[src/rtl/ec_mailbox_pkg.sv]
package ec_mailbox_pkg;

  typedef enum logic [2:0] {
    SEQ_IDLE,
    SEQ_RD_ADDR,
    SEQ_RD_WAIT,
    SEQ_WR_ADDR,
    SEQ_WR_DATA
  } seq_e;

  // strobes from control to datapath
  typedef struct packed {
    logic consume;
    logic latchAddr;
    logic regRead;
    logic regWrite;
    logic loadOut;
    logic loadQuery;
    logic burstOn;
    logic burstOff;
  } ctl_t;

  localparam logic [7:0] CMD_READ      = 8'h80;
  localparam logic [7:0] CMD_WRITE     = 8'h81;
  localparam logic [7:0] CMD_BURST_ON  = 8'h82;
  localparam logic [7:0] CMD_BURST_OFF = 8'h83;
  localparam logic [7:0] CMD_QUERY     = 8'h84;

  localparam int ST_OBF   = 0;
  localparam int ST_IBF   = 1;
  localparam int ST_EVT   = 2;
  localparam int ST_CMD   = 3;
  localparam int ST_BURST = 4;

endpackage

[src/rtl/ec_mailbox_ctrl.sv]
module ec_mailbox_ctrl
  import ec_mailbox_pkg::*;
#(
  parameter int DATA_W      = 8,
  parameter int CONSUME_LAT = 3
) (
  input  logic              clk,
  input  logic              rst_n,
  input  logic              hostWr,
  input  logic              ibFull,
  input  logic              isCmd,
  input  logic [DATA_W-1:0] inByte,
  output ctl_t              ctl
);

  localparam int CW = $clog2(CONSUME_LAT + 1);
  localparam logic [CW-1:0] CNT_LOAD = CW'(CONSUME_LAT - 1);

  logic [CW-1:0] cnt;
  seq_e          state;
  seq_e          nxt;
  seq_e          eff;

  // consumption latency counter, restarted by every host write
  always_ff @(posedge clk or negedge rst_n) begin
    if (!rst_n)              cnt <= '0;
    else if (hostWr)         cnt <= CNT_LOAD;
    else if (cnt != '0)      cnt <= cnt - 1'b1;
  end

  always_ff @(posedge clk or negedge rst_n) begin
    if (!rst_n) state <= SEQ_IDLE;
    else        state <= nxt;
  end

  always_comb begin
    ctl = '0;
    nxt = state;
    eff = state;
    if (state == SEQ_RD_WAIT) begin
      ctl.loadOut = 1'b1;
      eff         = SEQ_IDLE;
      nxt         = SEQ_IDLE;
    end
    ctl.consume = ibFull && (cnt == '0);
    if (ctl.consume) begin
      if (isCmd) begin
        case (inByte[7:0])
          CMD_READ:      nxt = SEQ_RD_ADDR;
          CMD_WRITE:     nxt = SEQ_WR_ADDR;
          CMD_BURST_ON:  begin ctl.burstOn   = 1'b1; nxt = SEQ_IDLE; end
          CMD_BURST_OFF: begin ctl.burstOff  = 1'b1; nxt = SEQ_IDLE; end
          CMD_QUERY:     begin ctl.loadQuery = 1'b1; nxt = SEQ_IDLE; end
          default:       nxt = SEQ_IDLE;
        endcase
      end else begin
        case (eff)
          SEQ_RD_ADDR: begin ctl.regRead   = 1'b1; nxt = SEQ_RD_WAIT; end
          SEQ_WR_ADDR: begin ctl.latchAddr = 1'b1; nxt = SEQ_WR_DATA; end
          SEQ_WR_DATA: begin ctl.regWrite  = 1'b1; nxt = SEQ_IDLE;    end
          default:     nxt = SEQ_IDLE;
        endcase
      end
    end
  end

endmodule

[src/rtl/ec_mailbox_dp.sv]
module ec_mailbox_dp
  import ec_mailbox_pkg::*;
#(
  parameter int DATA_W = 8,
  parameter int ADDR_W = 8
) (
  input  logic              clk,
  input  logic              rst_n,
  input  ctl_t              ctl,
  input  logic              hostWr,
  input  logic              hostRd,
  input  logic              hostSel,
  input  logic [DATA_W-1:0] hostWdata,
  output logic [DATA_W-1:0] hostRdata,
  output logic [DATA_W-1:0] inByte,
  output logic              isCmd,
  output logic              ibFull,
  output logic              obFull,
  output logic              burst,
  output logic [ADDR_W-1:0] regAddr,
  output logic [DATA_W-1:0] regWdata,
  output logic              regWe,
  output logic              regRe,
  input  logic [DATA_W-1:0] regRdata
);

  logic [ADDR_W-1:0] addrHold;
  logic [DATA_W-1:0] dataOut;
  logic [DATA_W-1:0] status;

  always_ff @(posedge clk or negedge rst_n) begin
    if (!rst_n) begin
      inByte <= '0;
      isCmd  <= 1'b0;
      ibFull <= 1'b0;
    end else if (hostWr) begin
      inByte <= hostWdata;
      isCmd  <= hostSel;
      ibFull <= 1'b1;
    end else if (ctl.consume) begin
      ibFull <= 1'b0;
    end
  end

  always_ff @(posedge clk or negedge rst_n) begin
    if (!rst_n)             addrHold <= '0;
    else if (ctl.latchAddr) addrHold <= inByte[ADDR_W-1:0];
  end

  always_ff @(posedge clk or negedge rst_n) begin
    if (!rst_n) begin
      dataOut <= '0;
      obFull  <= 1'b0;
    end else if (ctl.loadQuery) begin
      dataOut <= '0;
      obFull  <= 1'b1;
    end else if (ctl.loadOut) begin
      dataOut <= regRdata;
      obFull  <= 1'b1;
    end else if (hostRd && !hostSel) begin
      obFull  <= 1'b0;
    end
  end

  always_ff @(posedge clk or negedge rst_n) begin
    if (!rst_n)            burst <= 1'b0;
    else if (ctl.burstOn)  burst <= 1'b1;
    else if (ctl.burstOff) burst <= 1'b0;
  end

  always_comb begin
    status           = '0;
    status[ST_OBF]   = obFull;
    status[ST_IBF]   = ibFull;
    status[ST_EVT]   = 1'b0;
    status[ST_CMD]   = isCmd;
    status[ST_BURST] = burst;
  end

  assign hostRdata = hostSel ? status : dataOut;
  assign regAddr   = ctl.regRead ? inByte[ADDR_W-1:0] : addrHold;
  assign regWdata  = inByte;
  assign regWe     = ctl.regWrite;
  assign regRe     = ctl.regRead;

endmodule

[src/rtl/ec_mailbox.sv]
module ec_mailbox
  import ec_mailbox_pkg::*;
#(
  parameter int DATA_W      = 8,
  parameter int ADDR_W      = 8,
  parameter int CONSUME_LAT = 3
) (
  input  logic              clk,
  input  logic              rst_n,
  input  logic              hostWr,
  input  logic              hostRd,
  input  logic              hostSel,
  input  logic [DATA_W-1:0] hostWdata,
  output logic [DATA_W-1:0] hostRdata,
  output logic [ADDR_W-1:0] regAddr,
  output logic [DATA_W-1:0] regWdata,
  output logic              regWe,
  output logic              regRe,
  input  logic [DATA_W-1:0] regRdata
);

  ctl_t              ctl;
  logic [DATA_W-1:0] inByte;
  logic              isCmd;
  logic              ibFull;
  logic              obFull;
  logic              burst;

  ec_mailbox_ctrl #(.DATA_W(DATA_W), .CONSUME_LAT(CONSUME_LAT)) u_ctrl (
    .clk(clk), .rst_n(rst_n), .hostWr(hostWr), .ibFull(ibFull),
    .isCmd(isCmd), .inByte(inByte), .ctl(ctl)
  );

  ec_mailbox_dp #(.DATA_W(DATA_W), .ADDR_W(ADDR_W)) u_dp (
    .clk(clk), .rst_n(rst_n), .ctl(ctl), .hostWr(hostWr), .hostRd(hostRd),
    .hostSel(hostSel), .hostWdata(hostWdata), .hostRdata(hostRdata),
    .inByte(inByte), .isCmd(isCmd), .ibFull(ibFull), .obFull(obFull),
    .burst(burst), .regAddr(regAddr), .regWdata(regWdata), .regWe(regWe),
    .regRe(regRe), .regRdata(regRdata)
  );

endmodule

[config.mk]
export PLATFORM = sky130hd
export DESIGN_NAME = ec_mailbox
export DESIGN_NICKNAME = d
export VERILOG_FILES = /design/src/rtl/ec_mailbox_pkg.sv /design/src/rtl/ec_mailbox_ctrl.sv /design/src/rtl/ec_mailbox_dp.sv /design/src/rtl/ec_mailbox.sv
export SDC_FILE = /design/constraint.sdc
export NUM_CORES = 1
export LEC_CHECK = 0
export BUFFER_PORTS_ARGS = -buffer_cell sky130_fd_sc_hd__buf_4
export CAP_MARGIN = 20
export CELL_PAD_IN_SITES_DETAIL_PLACEMENT = 1
export CELL_PAD_IN_SITES_GLOBAL_PLACEMENT = 1
export CORE_ASPECT_RATIO = 0.75
export CORE_MARGIN = 2
export CORE_UTILIZATION = 39
export DETAILED_ROUTE_END_ITERATION = 7
export PLACE_DENSITY_LB_ADDON = 0.12
export SLEW_MARGIN = 15
export SYNTH_ARGS = -nofsm -noshare
export SYNTH_HDL_FRONTEND = slang
export SYNTH_SLANG_ARGS = --single-unit
[constraint.sdc]
create_clock -name clk -period 2.3 [get_ports clk]
set_input_delay 0.115 -clock clk [delete_from_list [all_inputs] [get_ports clk]]
set_output_delay 0.115 -clock clk [all_outputs]
set_load 0.05 [all_outputs]
After elaboration in Yosys (flattened, before gate mapping). Cells that the tools add are included.

Reduce and logical (&&, ||, !) cells: 10. $add $sub $neg: 1. Multiplexer cells: 29. Equal/unequal tests: 9.

Operator list (number): $eq A8 B8 Y1 const B (5); $mux W8 (4); $mux W3 (7); $mux W1 (14); $reduce_bool A2 Y1 (5); $eq A3 B2 Y1 const B (2); $pmux W3 S2 (1); $mux W2 (2); $pmux W2 S2 (1); $eq A3 B1 Y1 const B (1); $eq A3 B3 Y1 const B (1); $reduce_bool A3 Y1 (1); $logic_and A1 B1 Y1 (2); $logic_not A2 Y1 (1); $sub A2 B1 Y2 const B (1); $logic_not A1 Y1 (1).

Input bits: 21. Output and inout bits: 26. Register bits: 33.

Logic depth before layout (Yosys ltp). Gate-level depths: netlist of run 1.

Depth after elaboration: 7. Depth in mapped cells: 7. Gate-level depth less buffers: 6.

Cells and area by module. Synthesis of run 1 repeated with hierarchy kept, for this count alone.

Cells, all modules: 133. Area, all modules: 1681.6 um2.

By module, submodules not included: ec_mailbox_dp (area an instance 1322.5 um2, times used 1, cells each 99); ec_mailbox_ctrl (area an instance 359.1 um2, times used 1, cells each 34).

Worst setup path before layout of run 1. No wires, ideal clock.

Path kind: register -> output. Start point: register u_ctrl.cnt[0]. End point: output regWe. Slack: -112 ps. Stages on the path, launching flop included: 5. Buffers on the path: 0. Data arrival time: 2297 ps. Path through: dfrtp_1 inv_1 ha_1 nand2_2 nor4_1.

Longest elaborated chain between the ends: 3.

RTL lines: start: declaration (RTL line ec_mailbox_ctrl.sv:19) `logic [CW-1:0] cnt;`; start signal: assignment (RTL line ec_mailbox_ctrl.sv:28) `else if (cnt != '0) cnt <= cnt - 1'b1;`; $logic_not A2 Y1 (RTL line ec_mailbox_ctrl.sv:45) `ctl.consume = ibFull && (cnt == '0);`; $logic_and A1 B1 Y1 (RTL line ec_mailbox_ctrl.sv:45); $mux W3 (RTL line ec_mailbox_ctrl.sv:46) `if (ctl.consume) begin`; end: declaration (RTL line ec_mailbox.sv:17) `output logic regWe,`.

No other way between the ends.

Final worst setup path of run 1.
Start point: register u_ctrl.cnt[0]. End point: output regAddr[4].

Longest elaborated chain between the ends: 4.

RTL lines: $logic_not A2 Y1 (RTL line ec_mailbox_ctrl.sv:45); $logic_and A1 B1 Y1 (RTL line ec_mailbox_ctrl.sv:45); $mux W3 (RTL line ec_mailbox_ctrl.sv:46); $mux W8 (RTL line ec_mailbox_dp.sv:81) `assign regAddr = ctl.regRead ? inByte[ADDR_W-1:0] : addrHold;`; end: declaration (RTL line ec_mailbox.sv:15) `output logic [ADDR_W-1:0] regAddr,`.

No other way between the ends.

==> metrics, run 1 <==
Syn Inst Count 120; crit-path max FO 4; Synth Net Count 142; slowest stage delay, CP 550 ps; R2R cell count 7; Port Buffer Count 46; drt wl/cell 16.5 µm; most frequent cells in the layout 49 x buf_4, 33 x dfrtp_1, 22 x mux2_2, 10 x mux2i_1, 9 x a21oi_1; Worst EP arrival 2130 ps; number of flops mapped to enable cells by yosys 0; WP depth 7; FF+latch count, synth 33; CTS Sinks 33; synth unique cells 34; CP Cell Sequence inv_2 -> ha_4 -> nand2_4 -> or4_4 -> buf_4 -> mux2_4 -> buf_6; leak pwr 0.00110 µW; IO Pins 47; Core Region 4000 µm²; CTS tree yes; crit share post-route 0.976; fraction of layout cells with a size suffix above 1 0.566; Final Setup Violations 0; post-DP HPWL 2670 µm; critical hold path startpoint hostWdata[6]; FFs w/ async S/R, synth 1.00; GRT Residual Overflow 0; initial antenna violation count 0; Final nets 203; dpl ws 205 ps; CTS Buf Count 5; DRT Pass-1 Iters 4; PD cells 706 nW/µm²; largest cells by area after synthesis dfrtp_1 52%, mux2_2 15%, mux2i_1 6.3%, mux2_4 3.8%, a21oi_1 2.8%; drt drc 0; sequential area share after synthesis 0.516; Buffers & Inverters on Critical Path 3; Fmax achieved 0.446 GHz; CP Launch Type flop; Area Growth Syn to Fin 40.5%; delay-heaviest family, CP simple AND/OR/NAND/NOR gates; initial drt markers 25; Setup WS post-layout 55.6 ps; Die Span X 77.9 µm; DR vias 1169; critical path data required time 2180 ps; Initial Util 0.399; RSZ-0062 raised after global routing true; Routability Congestion 0.770; Sum Neg Setup Slack 0 ps; most common cell after layout, fill and taps aside buf_4; Slew Viols, Final 0; Hold Path Depth 2; CP max-delay cell or4_4; Synth top area share 0.516; die area 4630 µm²; final WL 3910 µm; Final ANT Viol Nets 0; Die Y 59.5 µm; CTS Root Cell clkbuf_8; largest net degree at the start of global routing 34; ys flop type dfrtp_1; antenna cells 0; Worst setup startpoint u_ctrl.cnt[0]$_DFFE_PN0P_; VDD IR max 0.347 mV; Maximum Capacitance Violations 0; Synth area leader dfrtp_1; Via density 4.93; Slew @ Worst Pin 616 ps; Reg clk slew, reported paths 70 ps; outcome finished, final reports clean; yosys warns 0; worst min path class input port to flop; H-tree depth 2; FP Rows 20; first-pass GRT wire length 6360 µm; Hold Fails Final Rpt 0; Critical Path End Type output pin; FILL cells 412; Fin Hold WS 66.0 ps; clock skew 8.52 ps; FF-to-FF Start u_ctrl.cnt[0]$_DFFE_PN0P_; number of global-route vias before repair 1258; GRT Util Overall 0.180; Max clock buf depth 2; crit path kind flop to output pin; min Tclk post-route 2240 ps; Clock Latency Late Sink 280 ps; max-slew headroom at the worst pin 0.588; Cell Area, Synth 1600 µm²; average cell area after synthesis 13.3 µm²
cells by family (layout without fill, tap and decap cells):
family | Yosys count | after routing | synth area share
flops | 33 | 33 | 0.516
mux | 39 | 39 | 0.276
buf+inv | 11 | 73 | 0.0352
simple gates | 20 | 20 | 0.0994
xor+xnor | 1 | 1 | 0.00548
compound gates | 15 | 15 | 0.0595
fa+ha+maj | 1 | 1 | 0.00782
synth_stat cells, drive strengths merged, types with 2 or more instances:
cell	number
mux2	29
nor3b	2
nand2b	3
a21oi	9
nor4	2
a21o	2
nor2b	4
buf	4
dfrtp	33
inv	6
mux2i	10
stage by stage:
stage | total power [µW] | utilization | instances | instance area (µm²)
after floorplan | 916 | - | 120 | 1610
after global placement | 1030 | 0.505 | 220 | 2020
after detailed placement | 1050 | 0.505 | 220 | 2020
after CTS | 1530 | 0.542 | 232 | 2170
after global routing | 1670 | 0.561 | 237 | 2250
final | 1590 | 0.561 | 237 | 2250
state kept, by name, indices dropped and copies added, names as in the netlist:
signal and flops:
u_dp.addrHold 8, u_dp.dataOut 8, u_dp.inByte 8, u_ctrl.state 3, u_ctrl.cnt 2, u_dp.burst 1, u_dp.ibFull 1, u_dp.isCmd 1
u_dp.obFull 1
worst register-to-register path, cell delays in order, from the launching register on:
cell	delay, ps
dfrtp_1	400
inv_2	80
ha_4	140
buf_4	100
buf_4	120
nand3_1	90
nor3b_2	560
a221o_1	280
power breakdown:
group | internal, µW | switching, µW
clock | 270 | 203
combinational | 194 | 232
sequential | 631 | 56.9
total | 1100 | 492
cell type report:
type	instances	area, µm²	area share
inverters	6	27.5	0.0122
clock inverters	1	5.00	0.00223
flip-flops and latches	33	826	0.367
multi-input cells	76	741	0.330
clock buffers	7	96.3	0.0429
repair buffers	59	483	0.215
well taps	55	68.8	0.0306
final timing paths:
path / slack [ps] / endpoint
setup / recovery: 60 / regAddr[4]
hold / removal: 70 / u_dp.inByte[6]$_DFFE_PN0P_
setup reg to reg: 470 / u_dp.obFull$_DFFE_PN0P_
hold reg to reg: 500 / u_dp.addrHold[0]$_DFFE_PN0P_
max in group asynchronous: 1650 / u_dp.dataOut[7]$_DFFE_PN0P_
min in group asynchronous: 350 / u_dp.inByte[7]$_DFFE_PN0P_
metal layers:
layer  global-route usage  up-vias  routed length, µm
met5                    0        -                  0
met4               0.0451        0                 27
met3               0.0442        4                131
met2                0.283       25               1900
met1                0.254      591               1850
li1                     -      549                  -
what timing repair did:
| action | 4_1_cts | 5_1_grt |
|---|---|---|
| gates resized for setup | 4 | 12 |
| gates cloned | 0 | 0 |
| hold buffers | 1 | 0 |
| pin swaps | 1 | 1 |
| buffers inserted | 3 | 5 |
| endpoints found under the setup margin | 4 | 8 |
| endpoints found under the hold margin | 33 | 0 |
No activity file was read; power rests on OpenSTA's default activity.
==> run 2, diff against run 1 <==
--- a/config.mk
+++ b/config.mk
@@ -14,6 +14,7 @@
 export CORE_UTILIZATION = 39
 export DETAILED_ROUTE_END_ITERATION = 7
 export PLACE_DENSITY_LB_ADDON = 0.12
+export RECOVER_POWER = 25
 export SLEW_MARGIN = 15
 export SYNTH_ARGS = -nofsm -noshare
 export SYNTH_HDL_FRONTEND = slang
==> metrics, run 2 (synthesis results as in run 1) <==
Flop pwr share 0.434 (about the same); Buffers & Inverters on Critical Path 3 (unchanged); PD cells 707 nW/µm² (+0.12%); switching pwr 492 µW (about the same); Initial Util 0.399 (unchanged); GRT Util Overall 0.180 (unchanged); worst min path class input port to flop; top flop regs u_dp.addrHold x8, u_dp.dataOut x8, u_dp.inByte x8; Hold Path Depth 2 (unchanged); CP Launch Type flop; Critical Path End Type output pin; Final ANT Viol Nets 0 (unchanged); Die Y 59.5 µm (unchanged); DR vias 1166 (-0.26%); dpl ws 205 ps (unchanged); Internal 1090 µW (about the same); Area Growth Syn to Fin 40.3%; outcome complete, but fails checks; Port Buffer Count 46 (unchanged); Routability Congestion 0.770 (unchanged); Setup WS post-layout 55.6 ps (+0.00160 ps); critical path data required time 2180 ps (about the same); H-tree depth 2 (unchanged); max-slew headroom at the worst pin -0.154 (-0.742); Core Util, Final 0.560 (-0.000938); Slew Viols, Final 34 (+34); Worst EP arrival 2130 ps (about the same); IO Pins 47 (unchanged); largest net degree at the start of global routing 34 (unchanged); first-pass GRT wire length 6360 µm (unchanged); crit path kind flop to output pin; Reg clk slew, reported paths 70 ps (about the same); clock share of power 0.298 (about the same); CTS Buf Count 5 (unchanged); post-DP HPWL 2670 µm (unchanged); Fmax achieved 0.446 GHz (unchanged); CTS Sinks 33 (unchanged); failing checks max-capacitance violations, max-slew violations; Max clock buf depth 2 (unchanged); GRT Residual Overflow 0 (unchanged); Core Region 4000 µm² (unchanged); WP depth 7 (unchanged); Final Setup Violations 0 (unchanged); min Tclk post-route 2240 ps (-0.00160 ps); setup slack, reg-to-reg 470 ps (about the same); Hold Fails Final Rpt 0 (unchanged); final WL 3920 µm (+0.13%); drt drc 0 (unchanged); CP Cell Sequence inv_2 -> ha_4 -> nand2_4 -> or4_4 -> buf_4 -> mux2_4 -> buf_6; Final nets 203 (unchanged); drt wl/cell 16.5 µm (+0.13%); R2R cell count 7 (unchanged); Final Power 1590 µW (about the same); slowest stage delay, CP 550 ps (about the same); clock skew 8.52 ps (unchanged); antenna cells 0 (unchanged); initial drt markers 22 (-12%); most common cell after layout, fill and taps aside buf_4; Slew @ Worst Pin 1730 ps (+1120 ps); Combinational Power Share 0.268 (about the same); Fin Hold WS 66.0 ps (unchanged); CTS tree yes; DRT Pass-1 Iters 4 (unchanged); FP Rows 20 (unchanged); leak pwr 0.00109 µW (-0.33%); Die Span X 77.9 µm (unchanged); Maximum Capacitance Violations 1 (+1); sw frac 0.310 (about the same); VDD IR max 0.346 mV (about the same); Sum Neg Setup Slack 0 ps (unchanged); die area 4630 µm² (unchanged); most frequent cells in the layout 48 x buf_4, 33 x dfrtp_1, 22 x mux2_2, 10 x mux2i_1, 9 x a21oi_1; initial antenna violation count 0 (unchanged); Clock Latency Late Sink 280 ps (about the same); CTS Root Cell clkbuf_8; crit-path max FO 4 (unchanged); RSZ-0062 raised after global routing true; CP max-delay cell or4_4; delay-heaviest family, CP simple AND/OR/NAND/NOR gates; crit share post-route 0.976 (about the same); fraction of layout cells with a size suffix above 1 0.560 (-0.00549); number of global-route vias before repair 1258 (unchanged); Via density 4.92 (-0.26%)
## run 2: power groups by stage
stage | Clock, µW | Sequential, µW | Combinational [µW]
after floorplan | 0 | 728 | 187
after global placement | 0 | 690 | 341
after detailed placement | 0 | 697 | 356
after CTS | 487 | 686 | 360
after global routing | 511 | 698 | 460
final | 473 | 688 | 425
## run 2: cell type report
| cell class | count | area, µm² |
|---|---|---|
| Clock buffer | 7 | 96.3 |
| Clock inverter | 1 | 5.00 |
| Fill cell | 413 | 1760 |
| Inverter | 6 | 27.5 |
| Multi-Input combinational cell | 76 | 741 |
| Sequential cell | 33 | 826 |
| Tap cell | 55 | 68.8 |
| Timing Repair Buffer | 59 | 479 |
## run 2: what timing repair did
| action | 4_1_cts | 5_1_grt |
|---|---|---|
| hold buffers | 1 | 0 |
| buffers inserted | 3 | 5 |
| gates resized for setup | 4 | 12 |
| hold endpoints to repair | 33 | 0 |
| pin swaps | 1 | 1 |
| setup endpoints to repair | 4 | 8 |
## run 2: worst paths after layout
path                                         startpoint                           end
setup reg to reg              u_ctrl.cnt[0]$_DFFE_PN0P_       u_dp.obFull$_DFFE_PN0P_
hold reg to reg            u_dp.addrHold[0]$_DFFE_PN0P_  u_dp.addrHold[0]$_DFFE_PN0P_
max in group asynchronous                         rst_n   u_dp.dataOut[7]$_DFFE_PN0P_
setup / recovery              u_ctrl.cnt[0]$_DFFE_PN0P_                    regAddr[4]
hold / removal                             hostWdata[6]    u_dp.inByte[6]$_DFFE_PN0P_
min in group asynchronous                         rst_n    u_dp.inByte[7]$_DFFE_PN0P_
## run 2: metrics by stage
| stage | std cells | instance area, µm² |
|---|---|---|
| 2_1_floorplan | 120 | 1610 |
| 3_3_place_gp | 220 | 2020 |
| 3_5_place_dp | 220 | 2020 |
| 4_1_cts | 232 | 2170 |
| 5_1_grt | 237 | 2240 |
| 6_report | 237 | 2240 |
## run 2: worst register-to-register path, cell delays in order (launching register included)
cell,delay (ps)
dfrtp_1,400
inv_2,80
ha_4,140
buf_4,100
buf_4,120
nand3_1,90
nor3b_2,560
a221o_1,280
## run 2: per-layer routing
| layer | up-vias | GRT usage | wire length [µm] |
|---|---|---|---|
| met5 | - | 0 | 0 |
| met4 | 0 | 0.0451 | 27 |
| met3 | 4 | 0.0442 | 131 |
| met2 | 25 | 0.283 | 1900 |
| met1 | 588 | 0.254 | 1850 |
| li1 | 549 | - | - |
